$ cat src/rtl/adc_bus_pkg.sv
package adc_bus_pkg;

    typedef enum logic [0:0] {
        CV_IDLE = 1'b0,
        CV_RUN  = 1'b1
    } cv_state_t;

    typedef enum logic [2:0] {
        RD_OFF  = 3'd0,
        RD_FULL = 3'd1,
        RD_HIGH = 3'd2,
        RD_LOW  = 3'd3,
        RD_GAP  = 3'd4
    } rd_state_t;

    // bit positions inside the synchronized control vector
    localparam int CTL_CE   = 0;
    localparam int CTL_CSN  = 1;
    localparam int CTL_RC   = 2;
    localparam int CTL_AO   = 3;
    localparam int CTL_WIDE = 4;
    localparam int CTL_W    = 5;

endpackage

$ cat src/rtl/adc_sync.sv
module adc_sync #(
    parameter int          WIDTH   = 5,
    parameter int          STAGES  = 2,
    parameter logic [WIDTH-1:0] RST_VAL = '0
) (
    input  logic             clk,
    input  logic             rst_n,
    input  logic [WIDTH-1:0] d,
    output logic [WIDTH-1:0] q
);

    genvar b;
    generate
        for (b = 0; b < WIDTH; b++) begin : g_bit
            logic [STAGES-1:0] chain;
            always_ff @(posedge clk or negedge rst_n) begin
                if (!rst_n)
                    chain <= {STAGES{RST_VAL[b]}};
                else
                    chain <= {chain[STAGES-2:0], d[b]};
            end
            assign q[b] = chain[STAGES-1];
        end
    endgenerate

endmodule

$ cat src/rtl/adc_conv_ctl.sv
module adc_conv_ctl
    import adc_bus_pkg::*;
(
    input  logic clk,
    input  logic rst_n,
    input  logic ce_s,
    input  logic csn_s,
    input  logic rc_s,
    input  logic ao_s,
    input  logic conv_done,
    output logic start_pulse,
    output logic len_short,
    output logic busy
);

    cv_state_t state, nxt;
    logic      term, term_q, start_edge, ao_lat;

    assign term       = ce_s & ~csn_s & ~rc_s;
    assign start_edge = term & ~term_q;

    // remember the previous term so a held level cannot retrigger
    always_ff @(posedge clk or negedge rst_n) begin
        if (!rst_n) term_q <= 1'b0;
        else        term_q <= term;
    end

    // next-state logic
    always_comb begin
        nxt = state;
        unique case (state)
            CV_IDLE: if (start_edge) nxt = CV_RUN;   // launch
            CV_RUN:  if (conv_done)  nxt = CV_IDLE;  // finish
            default: nxt = CV_IDLE;
        endcase
    end

    // state register
    always_ff @(posedge clk or negedge rst_n) begin
        if (!rst_n) state <= CV_IDLE;
        else        state <= nxt;
    end

    // length capture, only on a start accepted in idle
    always_ff @(posedge clk or negedge rst_n) begin
        if (!rst_n)
            ao_lat <= 1'b0;
        else if (state == CV_IDLE && start_edge)
            ao_lat <= ao_s;
    end

    // outputs
    always_comb begin
        start_pulse = 1'b0;
        busy        = 1'b0;
        unique case (state)
            CV_IDLE: start_pulse = start_edge;
            CV_RUN:  busy        = 1'b1;
            default: ;
        endcase
    end

    assign len_short = ao_lat;

endmodule

$ cat src/rtl/adc_read_ctl.sv
module adc_read_ctl
    import adc_bus_pkg::*;
#(
    parameter int DATA_W = 12,
    parameter int NIB_W  = 4,
    localparam int NIBS  = DATA_W / NIB_W
) (
    input  logic              clk,
    input  logic              rst_n,
    input  logic              read_ok,
    input  logic              wide,
    input  logic              ao,
    input  logic [DATA_W-1:0] result,
    output logic [NIBS-1:0]   oe,
    output logic [DATA_W-1:0] data
);

    rd_state_t state, nxt, want;

    // view requested by the synchronized inputs
    always_comb begin
        if (!read_ok)  want = RD_OFF;
        else if (wide) want = RD_FULL;
        else if (ao)   want = RD_LOW;
        else           want = RD_HIGH;
    end

    // next-state logic
    always_comb begin
        nxt = state;
        unique case (state)
            RD_OFF, RD_GAP: nxt = want;                       // open
            RD_FULL, RD_HIGH, RD_LOW: begin
                if (want == state || want == RD_OFF)
                    nxt = want;                               // hold / close
                else
                    nxt = RD_GAP;                             // swap
            end
            default: nxt = RD_OFF;
        endcase
    end

    // state register
    always_ff @(posedge clk or negedge rst_n) begin
        if (!rst_n) state <= RD_OFF;
        else        state <= nxt;
    end

    // outputs, one decode per nibble
    genvar i;
    generate
        for (i = 0; i < NIBS; i++) begin : g_nib
            always_comb begin
                oe[i]                  = 1'b0;
                data[i*NIB_W +: NIB_W] = '0;
                unique case (state)
                    RD_FULL: begin
                        oe[i]                  = 1'b1;
                        data[i*NIB_W +: NIB_W] = result[i*NIB_W +: NIB_W];
                    end
                    RD_HIGH: begin
                        if (i >= NIBS - 2) begin
                            oe[i]                  = 1'b1;
                            data[i*NIB_W +: NIB_W] = result[i*NIB_W +: NIB_W];
                        end
                    end
                    RD_LOW: begin
                        if (i <= NIBS - 2) begin
                            oe[i] = 1'b1;
                            if (i == 0)
                                data[i*NIB_W +: NIB_W] = result[i*NIB_W +: NIB_W];
                        end
                    end
                    RD_OFF, RD_GAP: ;
                    default: ;
                endcase
            end
        end
    endgenerate

endmodule

$ cat src/rtl/adc_bus_ctrl.sv
module adc_bus_ctrl
    import adc_bus_pkg::*;
#(
    parameter int DATA_W      = 12,
    parameter int NIB_W       = 4,
    parameter int SYNC_STAGES = 2,
    localparam int NIBS       = DATA_W / NIB_W
) (
    input  logic              clk,
    input  logic              rst_n,
    input  logic              chip_en,
    input  logic              chip_sel_n,
    input  logic              read_conv_n,
    input  logic              addr_lsb,
    input  logic              wide_sel,
    input  logic              conv_done,
    input  logic [DATA_W-1:0] conv_result,
    output logic              start_pulse,
    output logic              len_short,
    output logic              sts,
    output logic [NIBS-1:0]   bus_oe,
    output logic [DATA_W-1:0] bus_data
);

    // idle levels: deselected, read side
    localparam logic [CTL_W-1:0] CTL_RST =
        (CTL_W'(1) << CTL_CSN) | (CTL_W'(1) << CTL_RC);

    logic [CTL_W-1:0]  ctl_raw, ctl_s;
    logic [DATA_W-1:0] result_q;
    logic              read_ok;

    assign ctl_raw[CTL_CE]   = chip_en;
    assign ctl_raw[CTL_CSN]  = chip_sel_n;
    assign ctl_raw[CTL_RC]   = read_conv_n;
    assign ctl_raw[CTL_AO]   = addr_lsb;
    assign ctl_raw[CTL_WIDE] = wide_sel;

    adc_sync #(
        .WIDTH   (CTL_W),
        .STAGES  (SYNC_STAGES),
        .RST_VAL (CTL_RST)
    ) u_sync (
        .clk   (clk),
        .rst_n (rst_n),
        .d     (ctl_raw),
        .q     (ctl_s)
    );

    adc_conv_ctl u_conv (
        .clk         (clk),
        .rst_n       (rst_n),
        .ce_s        (ctl_s[CTL_CE]),
        .csn_s       (ctl_s[CTL_CSN]),
        .rc_s        (ctl_s[CTL_RC]),
        .ao_s        (ctl_s[CTL_AO]),
        .conv_done   (conv_done),
        .start_pulse (start_pulse),
        .len_short   (len_short),
        .busy        (sts)
    );

    // hold the engine result until the next conversion finishes
    always_ff @(posedge clk or negedge rst_n) begin
        if (!rst_n)
            result_q <= '0;
        else if (sts && conv_done)
            result_q <= conv_result;
    end

    assign read_ok = ctl_s[CTL_RC] & ~sts & ctl_s[CTL_CE] & ~ctl_s[CTL_CSN];

    adc_read_ctl #(
        .DATA_W (DATA_W),
        .NIB_W  (NIB_W)
    ) u_read (
        .clk     (clk),
        .rst_n   (rst_n),
        .read_ok (read_ok),
        .wide    (ctl_s[CTL_WIDE]),
        .ao      (ctl_s[CTL_AO]),
        .result  (result_q),
        .oe      (bus_oe),
        .data    (bus_data)
    );

endmodule

$ cat config.mk
export PLATFORM = sky130hd
export DESIGN_NAME = adc_bus_ctrl
export DESIGN_NICKNAME = d
export VERILOG_FILES = /design/src/rtl/adc_bus_pkg.sv /design/src/rtl/adc_sync.sv /design/src/rtl/adc_conv_ctl.sv /design/src/rtl/adc_read_ctl.sv /design/src/rtl/adc_bus_ctrl.sv
export SDC_FILE = /design/constraint.sdc
export NUM_CORES = 1
export LEC_CHECK = 0
export BUFFER_PORTS_ARGS = -buffer_cell sky130_fd_sc_hd__buf_2
export CAP_MARGIN = 20
export CELL_PAD_IN_SITES_DETAIL_PLACEMENT = 0
export CELL_PAD_IN_SITES_GLOBAL_PLACEMENT = 1
export CORE_ASPECT_RATIO = 1.25
export CORE_MARGIN = 2
export CORE_UTILIZATION = 40
export DETAILED_ROUTE_END_ITERATION = 10
export PLACE_DENSITY_LB_ADDON = 0.1
export SLEW_MARGIN = 25
export SYNTH_ARGS = -nofsm -noshare
export SYNTH_HDL_FRONTEND = slang
export SYNTH_SLANG_ARGS = --single-unit
$ cat constraint.sdc
create_clock -name clk -period 2.3 [get_ports clk]
set_input_delay 0.115 -clock clk [delete_from_list [all_inputs] [get_ports clk]]
set_output_delay 0.115 -clock clk [all_outputs]
set_load 0.01 [all_outputs]
# Word-level counts from Yosys, hierarchy flattened
# Cells that the tools add are included.
# word_totals
input_bits,20
regBits,28
output_inout_bits,18
wordCells,51
# op_classes
eq_ne,5
n_mux,16
n_bitwise,11
n_reduce_logical,9
# op_table
op,n
two-way mux 4 bit,3
two-way mux 3 bit,3
two-way mux 1 bit,8
AND 1 bit,6
== test 3 x 2 -> 1 bit (second input constant),2
zero test 3 bit,2
case mux 3 bit (2 select lines),1
OR reduction 2 bit,3
NOT 1 bit,5
== test 3 x 1 -> 1 bit (second input constant),1
== test 3 bit,1
== test 3 bit (second input constant),1
OR reduction 3 bit,1
logical AND 1 bit,2
case mux 1 bit (2 select lines),1
logical OR 1 bit,1

# Longest topological paths before layout
# Gate-level depths: netlist of run 1.
# logic_depth
word_depth,10
depth_mapped,3
depth_no_buf,3

# Modules after synthesis
# Synthesis of run 1 repeated with hierarchy kept, for this count alone.
# unflattened
cells_unflattened,87
area_unflattened_um2,1207.4
# by_module_without_submodules
module,cells_per_inst,area_per_inst_um2,instances,seq_area_each_um2
adc_bus_ctrl,27,503.0,1,300.3
adc_sync,15,292.8,1,255.2
adc_read_ctl,35,280.3,1,75.1
adc_conv_ctl,10,131.4,1,75.1

# Least setup slack after synthesis of run 1
# No wires, ideal clock.
# synth_path
path_kind,reg-to-output
start,register u_read.state[0]
end,output port bus_data[10]
path_stages_with_launch,4
arrival_ps,1100
t_required_ps,2185
setup_slack_ps,1085
path_buffers,0
cell_sequence,dfrtp_1 > xnor2_1 > nor2_1 > and2_1
# synth_via
elab_chain_len,3
elab_cells_between_ends,4
classes_between,eq/ne (2); mux (1); reduce/logical (1)
# synth_rtl
element,line,source
"start, declared",adc_read_ctl.sv:18,"rd_state_t state, nxt, want;"
"start signal, assigned",adc_read_ctl.sv:46,else state <= nxt;
== test 3 x 1 -> 1 bit / == test 3 x 2 -> 1 bit (equally long branches),adc_read_ctl.sv:56,unique case (state)
OR reduction 2 bit (no line) *,--,
two-way mux 4 bit *,--,
"end, declared",adc_bus_ctrl.sv:22,output logic [DATA_W-1:0] bus_data
# Mark *: on every way between the ends. The rest lies on a longest branch, timed or not.

# Worst setup path after layout of run 1
# layout_path
start,register u_read.state[0]
end,output port bus_data[8]
# Same word-level chain as after synthesis.

==> results_dict.tcl, run 1 <==
set metrics [dict create \
    synth_simple_gate_area_share_pct 14.7 \
    fin_crit_ps 1730 \
    detail_route.drc_violations 0 \
    startpoint "u_read.state[0]" \
    first_pass_iters 4 \
    synthesis.nets 101 \
    cts-hold-fix-buffers 7 \
    rsz_0062_raised_after_global_routing "false" \
    worstPathRequired_ps 2180 \
    timing.critical_path.arrival_ps 1610 \
    crit_chain "xnor2_1 > nor2_1 > and2_1 > buf_2" \
    leading_post_synthesis_cells_by_cell_area "sky130_fd_sc_hd__dfrtp_1 (55%), sky130_fd_sc_hd__mux2_2 (14%), sky130_fd_sc_hd__dfstp_2 (9.7%), sky130_fd_sc_hd__and2_1 (6.9%), sky130_fd_sc_hd__o21ai_0 (1.8%)" \
    final.setup_skew_ps 11.1 \
    max_clock_freq_ghz 0.580 \
    hold_path.class "input port to register" \
    route.vias.total 742 \
    finalMaxSlewViolations 0 \
    global_route_wire_length_before_repair_um 3120 \
    synth_top_cell_by_area "sky130_fd_sc_hd__dfrtp_1" \
    grt_antenna_before_repair 0 \
    cpLargestDelayFamily "simple AND/OR/NAND/NOR gates" \
    cts_buffers 3 \
    worst_ir_drop_vdd_v 0.000433 \
    worst_slew_margin_rel_pct 60.2 \
    grt_start_max_net_pins 29 \
    status "completed" \
    clkSinkCount 28 \
    critical_path.max_fanout 9 \
    yosys_warnings 0 \
    dp_hpwl_um 1350 \
    drive_above_1_share_pct 47.7 \
    post_cts.resized_instances 0 \
    detailedRoute.firstIterationViolations 6 \
    layout_fillers 250 \
    synth-edff-count 0 \
    clk_latency_ps 320 \
    synth_seq_cells 28 \
    syn_avg_cell_area_um2 13.4 \
    asyncSetResetFlopFracSynth_pct 100 \
    synth_seq_area_share_pct 65.2 \
    p_per_area_mw_per_mm2 758 \
    yosys-mux-area-fraction_pct 13.5 \
    start_util_pct 41.2 \
    post_cts_buffers 0 \
    placed_area_mm2 0.00131 \
    total_power_mw 1.08 \
    antenna-diode-count 0 \
    synth_cell_types 22 \
    finalSetupViolCount 0 \
    design_area_mm2 0.00143 \
    detailedPlace.worstSlack_ps 895 \
    clk_path_buf_depth 2 \
    gr-usage-all-layers_pct 13.0 \
    route.antenna.remaining_nets 0 \
    synthesized_area_fraction_occupied_by_ao_oa_aoi_and_oai_cells_pct 3.93 \
    gp_congestion 0.743 \
    synth_top_family_by_area "simple AND/OR/NAND/NOR gates" \
    cts.htree.levels 1 \
    synth_adder_area_share_pct 0 \
    startpoint_of_the_lowest_slack_register_to_register_path "u_conv.state" \
    rows 21 \
    die-width_um 50.5 \
    core_area_mm2 0.00263 \
    cp_slowest_stage_delay_ps 470 \
    setup.worst_path.end_class "output pin" \
    globalRoute.totalOverflow 0 \
    min_delay_startpoint "conv_result[1]" \
    clock_power_share_pct 28.7 \
    via_density_per_instance 4.58 \
    p_seq_share_pct 56.2 \
    sum_of_negative_setup_slack_ps 0 \
    clockRootBuffer "sky130_fd_sc_hd__clkbuf_4" \
    hold_viol_final 0 \
    fin_ws_ps 574 \
    die_area_mm2 0.00314 \
    clk_transition_reported_paths_ps 150 \
    totalWireLength_um 1820 \
    die_height_um 62.2 \
    swShare_pct 21.6 \
    post_synth_inst_count 81 \
    power.net_switching_mw 0.234 \
    num-nets-final 149 \
    type_of_the_setup_path_with_the_least_slack "register to output pin" \
    synth-main-ff-cell "sky130_fd_sc_hd__dfrtp_1" \
    worst_setup_path_start_kind "register" \
    first_global_vias 745 \
    worstPathBufferInverterCount 1 \
    power_leakage_nw 0.707 \
    power.combinational.fraction_pct 15.1 \
    hold_ws_ps 22.2 \
    synth.top_cell.area_share_pct 55.5 \
    maxCapViolCount 0 \
    transition_time_at_the_pin_with_the_least_slew_margin_ps 597 \
    layout_worst_path_cycle_share_pct 75.0 \
    synth_area_mm2 0.00108 \
    io_pins 38 \
    drt-wirelength-per-cell_um 11.3 \
    internal_power_mw 0.849 \
    tritoncts_clock_tree "done" \
    flow.area_growth_from_synthesis_pct 31.9 \
    port_buffers 37 \
    timing.critical_path.slowest_stage_cell "sky130_fd_sc_hd__dfrtp_1" \
    synth_xor_area_share_pct 0.809 \
]
==> worst register-to-register path, delay by kind of cell (launching register included) <==
kind | cells | cell delay [ps]
flip-flops | 1 | 440
multiplexers | 1 | 400
AND/OR/NAND/NOR | 1 | 420
==> stage by stage <==
step / utilization [%] / cells
6_report: 54.3 / 162
5_1_grt: 54.3 / 162
4_1_cts: 54.3 / 162
3_5_place_dp: 49.7 / 151
3_3_place_gp: 49.7 / 151
2_1_floorplan: - / 81
==> power by group through the flow <==
| stage | logic [mW] | registers (mW) | clock network (mW) |
|---|---|---|---|
| detailed placement | 0.158 | 0.620 | 0 |
| floorplan | 0.0988 | 0.612 | 0 |
| global placement | 0.154 | 0.616 | 0 |
| CTS | 0.167 | 0.610 | 0.324 |
| finish | 0.163 | 0.609 | 0.311 |
| global route | 0.184 | 0.622 | 0.342 |
==> path summary, 6_finish.rpt <==
kind / to / slack (ps) / depth (start not counted)
hold reg to reg: u_sync.g_bit[2].chain[1] / 370 / 0
setup reg to reg: result_q[10] / 940 / 2
setup / recovery: bus_data[8] / 570 / 4
max in group asynchronous: result_q[9] / 1590 / 2
hold / removal: result_q[1] / 20 / 2
min in group asynchronous: u_read.state[2] / 300 / 2
==> state kept, by name (all words and copies together) (netlist names) <==
name                cells
u_conv.term_q           1
u_read.state            3
u_conv.len_short        1
u_conv.state            1
result_q               12
u_sync.g_bit.chain     10
==> cell type report <==
type | count | area [µm²] | area share (%)
flip-flops and latches | 28 | 706 | 49.4
multi-input cells | 48 | 357 | 25.0
repair buffers | 44 | 255 | 17.9
well taps | 34 | 42.5 | 2.98
clock inverters | 1 | 30.0 | 2.10
clock buffers | 3 | 22.5 | 1.58
inverters | 4 | 15.0 | 1.05
==> metal layers <==
metal / global-route usage (%) / vias up / part of all wire (%)
li1: - / 366 / -
met1: 15.9 / 354 / 43
met2: 22.0 / 20 / 52
met3: 2.88 / 2 / 4.2
met4: 5.07 / 0 / 0.88
met5: 0 / - / 0
==> cells by family (layout without fill, tap and decap cells) <==
group	after synthesis	in the layout
buf+inv	5	52
simple gates	27	27
flops	28	28
xor+xnor	1	1
compound gates	7	7
mux	13	13
==> cell usage in the layout, fill, tap and decap left out, drive strengths merged <==
master / instances
a211oi: 1
a31oi: 1
a32oi: 1
and2: 12
and2b: 1
buf: 37
bufinv: 1
clkbuf: 3
dfrtp: 24
dfstp: 4
dlygate4sd3: 7
inv: 4
mux2: 13
nand2: 3
nand3b: 1
nand4: 1
nor2: 4
nor2b: 1
nor3: 1
nor3b: 1
o21ai: 4
or3b: 1
or4: 1
xnor2: 1
==> Yosys cell counts (all sizes together) (3+ instances only) <==
library cell,number
and2,12
o21ai,4
dfstp,4
nor2,4
nand2,3
mux2,13
inv,4
dfrtp,24
No activity file was read; power rests on OpenSTA's default activity.
==> run 2, diff against run 1 <==
--- a/config.mk
+++ b/config.mk
@@ -11,7 +11,7 @@
 export CELL_PAD_IN_SITES_GLOBAL_PLACEMENT = 1
 export CORE_ASPECT_RATIO = 1.25
 export CORE_MARGIN = 2
-export CORE_UTILIZATION = 40
+export CORE_UTILIZATION = 37
 export DETAILED_ROUTE_END_ITERATION = 10
 export PLACE_DENSITY_LB_ADDON = 0.1
 export SLEW_MARGIN = 25
==> constraint.sdc (replaced) <==
create_clock -name clk -period 1.65 [get_ports clk]
set_input_delay 0.0825 -clock clk [delete_from_list [all_inputs] [get_ports clk]]
set_output_delay 0.0825 -clock clk [all_outputs]
set_load 0.01 [all_outputs]
==> run 2 against run 1 <==
  * Power grew 31%
  * Routed wire length grew 12%
  * Utilization grew 2.6 points
  * Non-clock buffer count grew 15
  * Clock skew shrank 3.6 ps
  * Design area grew 9.0%
  * First-iteration DRC count grew 83%
  * Sequential cell count is the same
  * Count of clock-buffer cells in the layout grew 1
  * Clock power grew 3%
  * Critical path type unchanged
  * Highest routed layer unchanged
==> results_dict.tcl, run 2 (synthesis results as in run 1) <==
set metrics [dict create \
    status "completed" \
    mostFrequentLayoutCell "sky130_fd_sc_hd__buf_2" \
    setup.worst_path.end_class "output pin" \
    p_per_area_mw_per_mm2 915 \
    sum_of_negative_setup_slack_ps 0 \
    transition_time_at_the_pin_with_the_least_slew_margin_ps 602 \
    worstPathRequired_ps 1570 \
    fin_crit_ps 1530 \
    critical_path.max_fanout 9 \
    detail_route.drc_violations 0 \
    drive_above_1_share_pct 46.2 \
    gr-usage-all-layers_pct 14.1 \
    worst_case_register_to_register_setup_slack_ps 420 \
    start_util_pct 39.6 \
    io_pins 38 \
    maxCapViolCount 0 \
    route.vias.total 794 \
    clkSinkCount 28 \
    clockRootBuffer "sky130_fd_sc_hd__clkbuf_4" \
    first_pass_iters 3 \
    die-width_um 52.4 \
    flow.area_growth_from_synthesis_pct 43.8 \
    dp_hpwl_um 1380 \
    layout_worst_path_cycle_share_pct 92.6 \
    type_of_the_setup_path_with_the_least_slack "register to output pin" \
    grt_start_max_net_pins 29 \
    hold_path.class "input port to asynchronous set/reset pin" \
    die_height_um 64.5 \
    reg.largest.list "result_q x12, u_sync.g_bit.chain x10, u_read.state x3" \
    globalRoute.totalOverflow 0 \
    tritoncts_clock_tree "done" \
    timing.critical_path.arrival_ps 1450 \
    worst_ir_drop_vdd_v 0.000721 \
    global_route_wire_length_before_repair_um 3410 \
    fin_ws_ps 122 \
    hold_viol_final 0 \
    layout_common_cells "sky130_fd_sc_hd__buf_2 (37), sky130_fd_sc_hd__dfrtp_1 (22), sky130_fd_sc_hd__dlygate4sd3_1 (19)" \
    max_ffs_per_register 12 \
    final.setup_skew_ps 7.49 \
    totalWireLength_um 2050 \
    rsz_0062_raised_after_global_routing "false" \
    worst_slew_margin_rel_pct 59.8 \
    first_global_vias 779 \
    cts_buffers 3 \
    core_area_mm2 0.00273 \
    finalSetupViolCount 0 \
    worst_setup_path_start_kind "register" \
    design_area_mm2 0.00156 \
    drt-wirelength-per-cell_um 11.6 \
    rows 21 \
    max_clock_freq_ghz 0.655 \
    placed_area_mm2 0.00132 \
    max_flop_register "result_q" \
    port_buffers 37 \
    route.antenna.remaining_nets 0 \
    clk_transition_reported_paths_ps 140 \
    power_leakage_nw 0.762 \
    die_area_mm2 0.00338 \
    clk_path_buf_depth 2 \
    gp_congestion 0.702 \
    antenna-diode-count 0 \
    detailedRoute.firstIterationViolations 11 \
    num-nets-final 164 \
    via_density_per_instance 4.49 \
    grt_antenna_before_repair 0 \
    detailedPlace.worstSlack_ps 386 \
    finalMaxSlewViolations 0 \
    cts.htree.levels 1 \
    clk_latency_ps 320 \
]
-- run 2: cell types whose count changed in the layout (fill, tap and decap cells not counted), sizes merged --
cell         delta
bufinv          -1
dlygate4sd3    +12
clkbuf          +1
buf             +3
-- run 2: through the flow --
step | hold WS, ps | util (%) | cells | total power [mW]
floorplan | -213 | - | 81 | 0.990
global placement | 137 | 48.3 | 153 | 1.08
detailed placement | 127 | 48.3 | 153 | 1.09
CTS | 291 | 56.6 | 176 | 1.45
global route | 318 | 57.0 | 177 | 1.53
finish | 281 | 57.0 | 177 | 1.42
-- run 2: worst max-delay path, stage by stage (launching register included) --
cell                      delay [ps]
sky130_fd_sc_hd__dfrtp_2         460
sky130_fd_sc_hd__xnor2_1         160
sky130_fd_sc_hd__nor2_1           50
sky130_fd_sc_hd__buf_4           160
sky130_fd_sc_hd__and2_1          160
sky130_fd_sc_hd__buf_2           130
-- run 2: area by class of cell --
class	instances	area [µm²]
inverters	4	15.0
repair buffers	59	398
clock buffers	4	36.3
multi-input cells	48	357
flip-flops and latches	28	708
well taps	34	42.5
fillers	257	1180
-- run 2: per-layer routing --
metal	part of all wire, %	routed length [µm]	GRT usage (%)	vias to the layer above
met5	0	0	0	-
met4	1.0	21	5.77	0
met3	4.5	93	2.76	2
met2	52	1070	23.9	23
met1	42	861	17.2	370
li1	-	-	-	399
-- run 2: report_power, final --
group	switching (mW)	internal, mW
logic	0.0953	0.161
clock network	0.184	0.135
registers	0.0482	0.800
-- run 2: final timing paths --
kind / cells after the start / start / end
hold reg to reg: 0 / u_sync.g_bit[3].chain[0] / u_sync.g_bit[3].chain[1]
min in group clk: 0 / u_sync.g_bit[3].chain[0] / u_sync.g_bit[3].chain[1]
setup reg to reg: 3 / u_read.state[0] / u_read.state[0]
max in group asynchronous: 2 / rst_n / u_read.state[0]
hold / removal: 2 / rst_n / u_read.state[2]
setup / recovery: 5 / u_read.state[0] / bus_data[7]
-- run 2: timing repair --
action	4_1_cts	5_1_grt
endpoints found under the hold margin	42	0
endpoints found under the setup margin	0	9
hold buffers	19	0
resized for setup	0	2
buffers inserted	0	1
==> run 3, diff against run 2 <==
--- a/config.mk
+++ b/config.mk
@@ -13,7 +13,7 @@
 export CORE_MARGIN = 2
 export CORE_UTILIZATION = 37
 export DETAILED_ROUTE_END_ITERATION = 10
-export PLACE_DENSITY_LB_ADDON = 0.1
+export PLACE_DENSITY_LB_ADDON = 0.2
 export SLEW_MARGIN = 25
 export SYNTH_ARGS = -nofsm -noshare
 export SYNTH_HDL_FRONTEND = slang
==> run 3 against run 2 <==
  * Non-clock buffer count down 2
  * Clock skew down 3.1 ps
  * Die area stayed put
  * Utilization grew 0.23 points
  * Sequential cell count stayed put
  * Clock power is 36% higher
  * Design area is 0.40% higher
  * Combinational power about the same
==> results_dict.tcl, run 3 (synthesis results as in run 1) <==
set metrics [dict create \
    totalWireLength_um 2000 \
    drt-wirelength-per-cell_um 11.4 \
    max_flop_register "result_q" \
    via_density_per_instance 4.58 \
    p_per_area_mw_per_mm2 984 \
    layout_worst_path_cycle_share_pct 93.8 \
    placed_area_mm2 0.00131 \
    worst_setup_path_start_kind "register" \
    max_clock_freq_ghz 0.646 \
    power.net_switching_mw 0.334 \
    detail_route.drc_violations 0 \
    start_util_pct 39.6 \
    swShare_pct 21.7 \
    cts_buffers 3 \
    power.combinational.fraction_pct 16.5 \
    power_leakage_nw 0.762 \
    design_area_mm2 0.00156 \
    tritoncts_clock_tree "done" \
    fin_ws_ps 103 \
    antenna-diode-count 0 \
    globalRoute.totalOverflow 0 \
    grt_start_max_net_pins 29 \
    timing.critical_path.arrival_ps 1460 \
    fin_crit_ps 1550 \
    finalMaxSlewViolations 0 \
    rsz_0062_raised_after_global_routing "false" \
    worst-r2r-cell-count 3 \
    detailedPlace.worstSlack_ps 297 \
    worst_case_register_to_register_setup_slack_ps 320 \
    final.setup_skew_ps 4.35 \
    sum_of_negative_setup_slack_ps 0 \
    first_pass_iters 2 \
    first_global_vias 819 \
    clock_power_share_pct 28.2 \
    internal_power_mw 1.20 \
    critical_path.max_fanout 9 \
    die-width_um 52.4 \
    maxCapViolCount 0 \
    detailedRoute.firstIterationViolations 5 \
    global_route_wire_length_before_repair_um 3260 \
    worstPathRequired_ps 1570 \
    port_buffers 37 \
    setup.worst_path.end_class "output pin" \
    post_cts_buffers 0 \
    status "completed" \
    die_area_mm2 0.00338 \
    num-nets-final 162 \
    mostFrequentLayoutCell "sky130_fd_sc_hd__buf_2" \
    reg.largest.list "result_q x12, u_sync.g_bit.chain x10, u_read.state x3" \
    gp_congestion 0.861 \
    finalSetupViolCount 0 \
    route.vias.total 802 \
    rows 21 \
    grt_antenna_before_repair 0 \
    core_area_mm2 0.00273 \
    die_height_um 64.5 \
    place_inst 152 \
    type_of_the_setup_path_with_the_least_slack "register to output pin" \
    cts.htree.levels 1 \
    fin_util_pct 57.2 \
    clk_path_buf_depth 2 \
    worst_ir_drop_vdd_v 0.000671 \
    critical_path.reg2reg.endpoint "u_read.state[0]" \
    max_ffs_per_register 12 \
    transition_time_at_the_pin_with_the_least_slew_margin_ps 585 \
    gr-usage-all-layers_pct 13.2 \
    clk_latency_ps 320 \
    clkSinkCount 28 \
    layout_fillers 264 \
    hold_ws_ps 276 \
    dp_hpwl_um 1390 \
    startpoint_of_the_lowest_slack_register_to_register_path "u_read.state[0]" \
    drive_above_1_share_pct 44.7 \
    worst_slew_margin_rel_pct 61.0 \
    clk_transition_reported_paths_ps 140 \
    clockRootBuffer "sky130_fd_sc_hd__clkbuf_4" \
    hold_viol_final 0 \
    route.antenna.remaining_nets 0 \
    p_seq_share_pct 55.3 \
    flow.area_growth_from_synthesis_pct 44.4 \
    total_power_mw 1.54 \
    hold_path.class "input port to asynchronous set/reset pin" \
    final_cells 175 \
    io_pins 38 \
    layout_common_cells "sky130_fd_sc_hd__buf_2 (37), sky130_fd_sc_hd__dfrtp_1 (24), sky130_fd_sc_hd__dlygate4sd3_1 (19)" \
]
==> run 3: changes by cell type in the layout (fill, tap and decap cells not counted), sizes merged <==
cell    previous run  this run
buf               40        38
bufinv             0         1
clkbuf             4         3
==> run 3: cell type report <==
cell class	count	area, µm²	share of cell area [%]
tap	34	42.5	2.72
sequential	28	706	45.2
clock buffer	3	22.5	1.44
timing repair buffer	57	383	24.5
clock inverter	1	30.0	1.92
inverter	4	15.0	0.961
multi-input combinational	48	364	23.3
==> run 3: worst max-delay path, cell delays in order (launching register included) <==
cell                      delay [ps]
sky130_fd_sc_hd__dfrtp_1         470
sky130_fd_sc_hd__xnor2_1         300
sky130_fd_sc_hd__nor2_4           90
sky130_fd_sc_hd__and2_1          160
sky130_fd_sc_hd__buf_2           130
==> run 3: power groups by stage <==
stage          combinational [mW]  sequential [mW]  clock, mW
2_1_floorplan               0.138            0.853          0
3_3_place_gp                0.216            0.860          0
3_5_place_dp                0.222            0.866          0
4_1_cts                     0.258            0.852      0.453
5_1_grt                     0.280            0.867      0.477
6_report                    0.253            0.851      0.434
==> run 3: how the worst max path moves through the flow <==
stage	startpoint	endpoint	slack, ps	cells after the start
2_1_floorplan	u_conv.state	result_q[0]	450	3
3_5_place_dp	u_read.state[0]	bus_data[11]	300	4
4_1_cts	u_read.state[0]	bus_data[11]	40	4
3_3_place_gp	u_read.state[0]	bus_data[6]	350	4
5_1_grt	u_read.state[0]	bus_data[10]	5	4
6_report	u_read.state[0]	bus_data[7]	100	4
==> run 3: timing repair <==
action | in CTS | in global routing
hold buffers | 19 | 0
gates resized for setup | 1 | 1
endpoints found under the hold margin | 42 | 0
endpoints found under the setup margin | 8 | 8
==> run 3: layer usage <==
layer / routed length (µm) / share of wire, % / track usage (%) / vias to the layer above
met5: 0 / 0 / 0 / -
met4: 19 / 0.95 / 6.41 / 0
met3: 98 / 4.9 / 2.76 / 2
met2: 1070 / 53 / 24.1 / 24
met1: 817 / 41 / 13.8 / 384
li1: - / - / - / 392
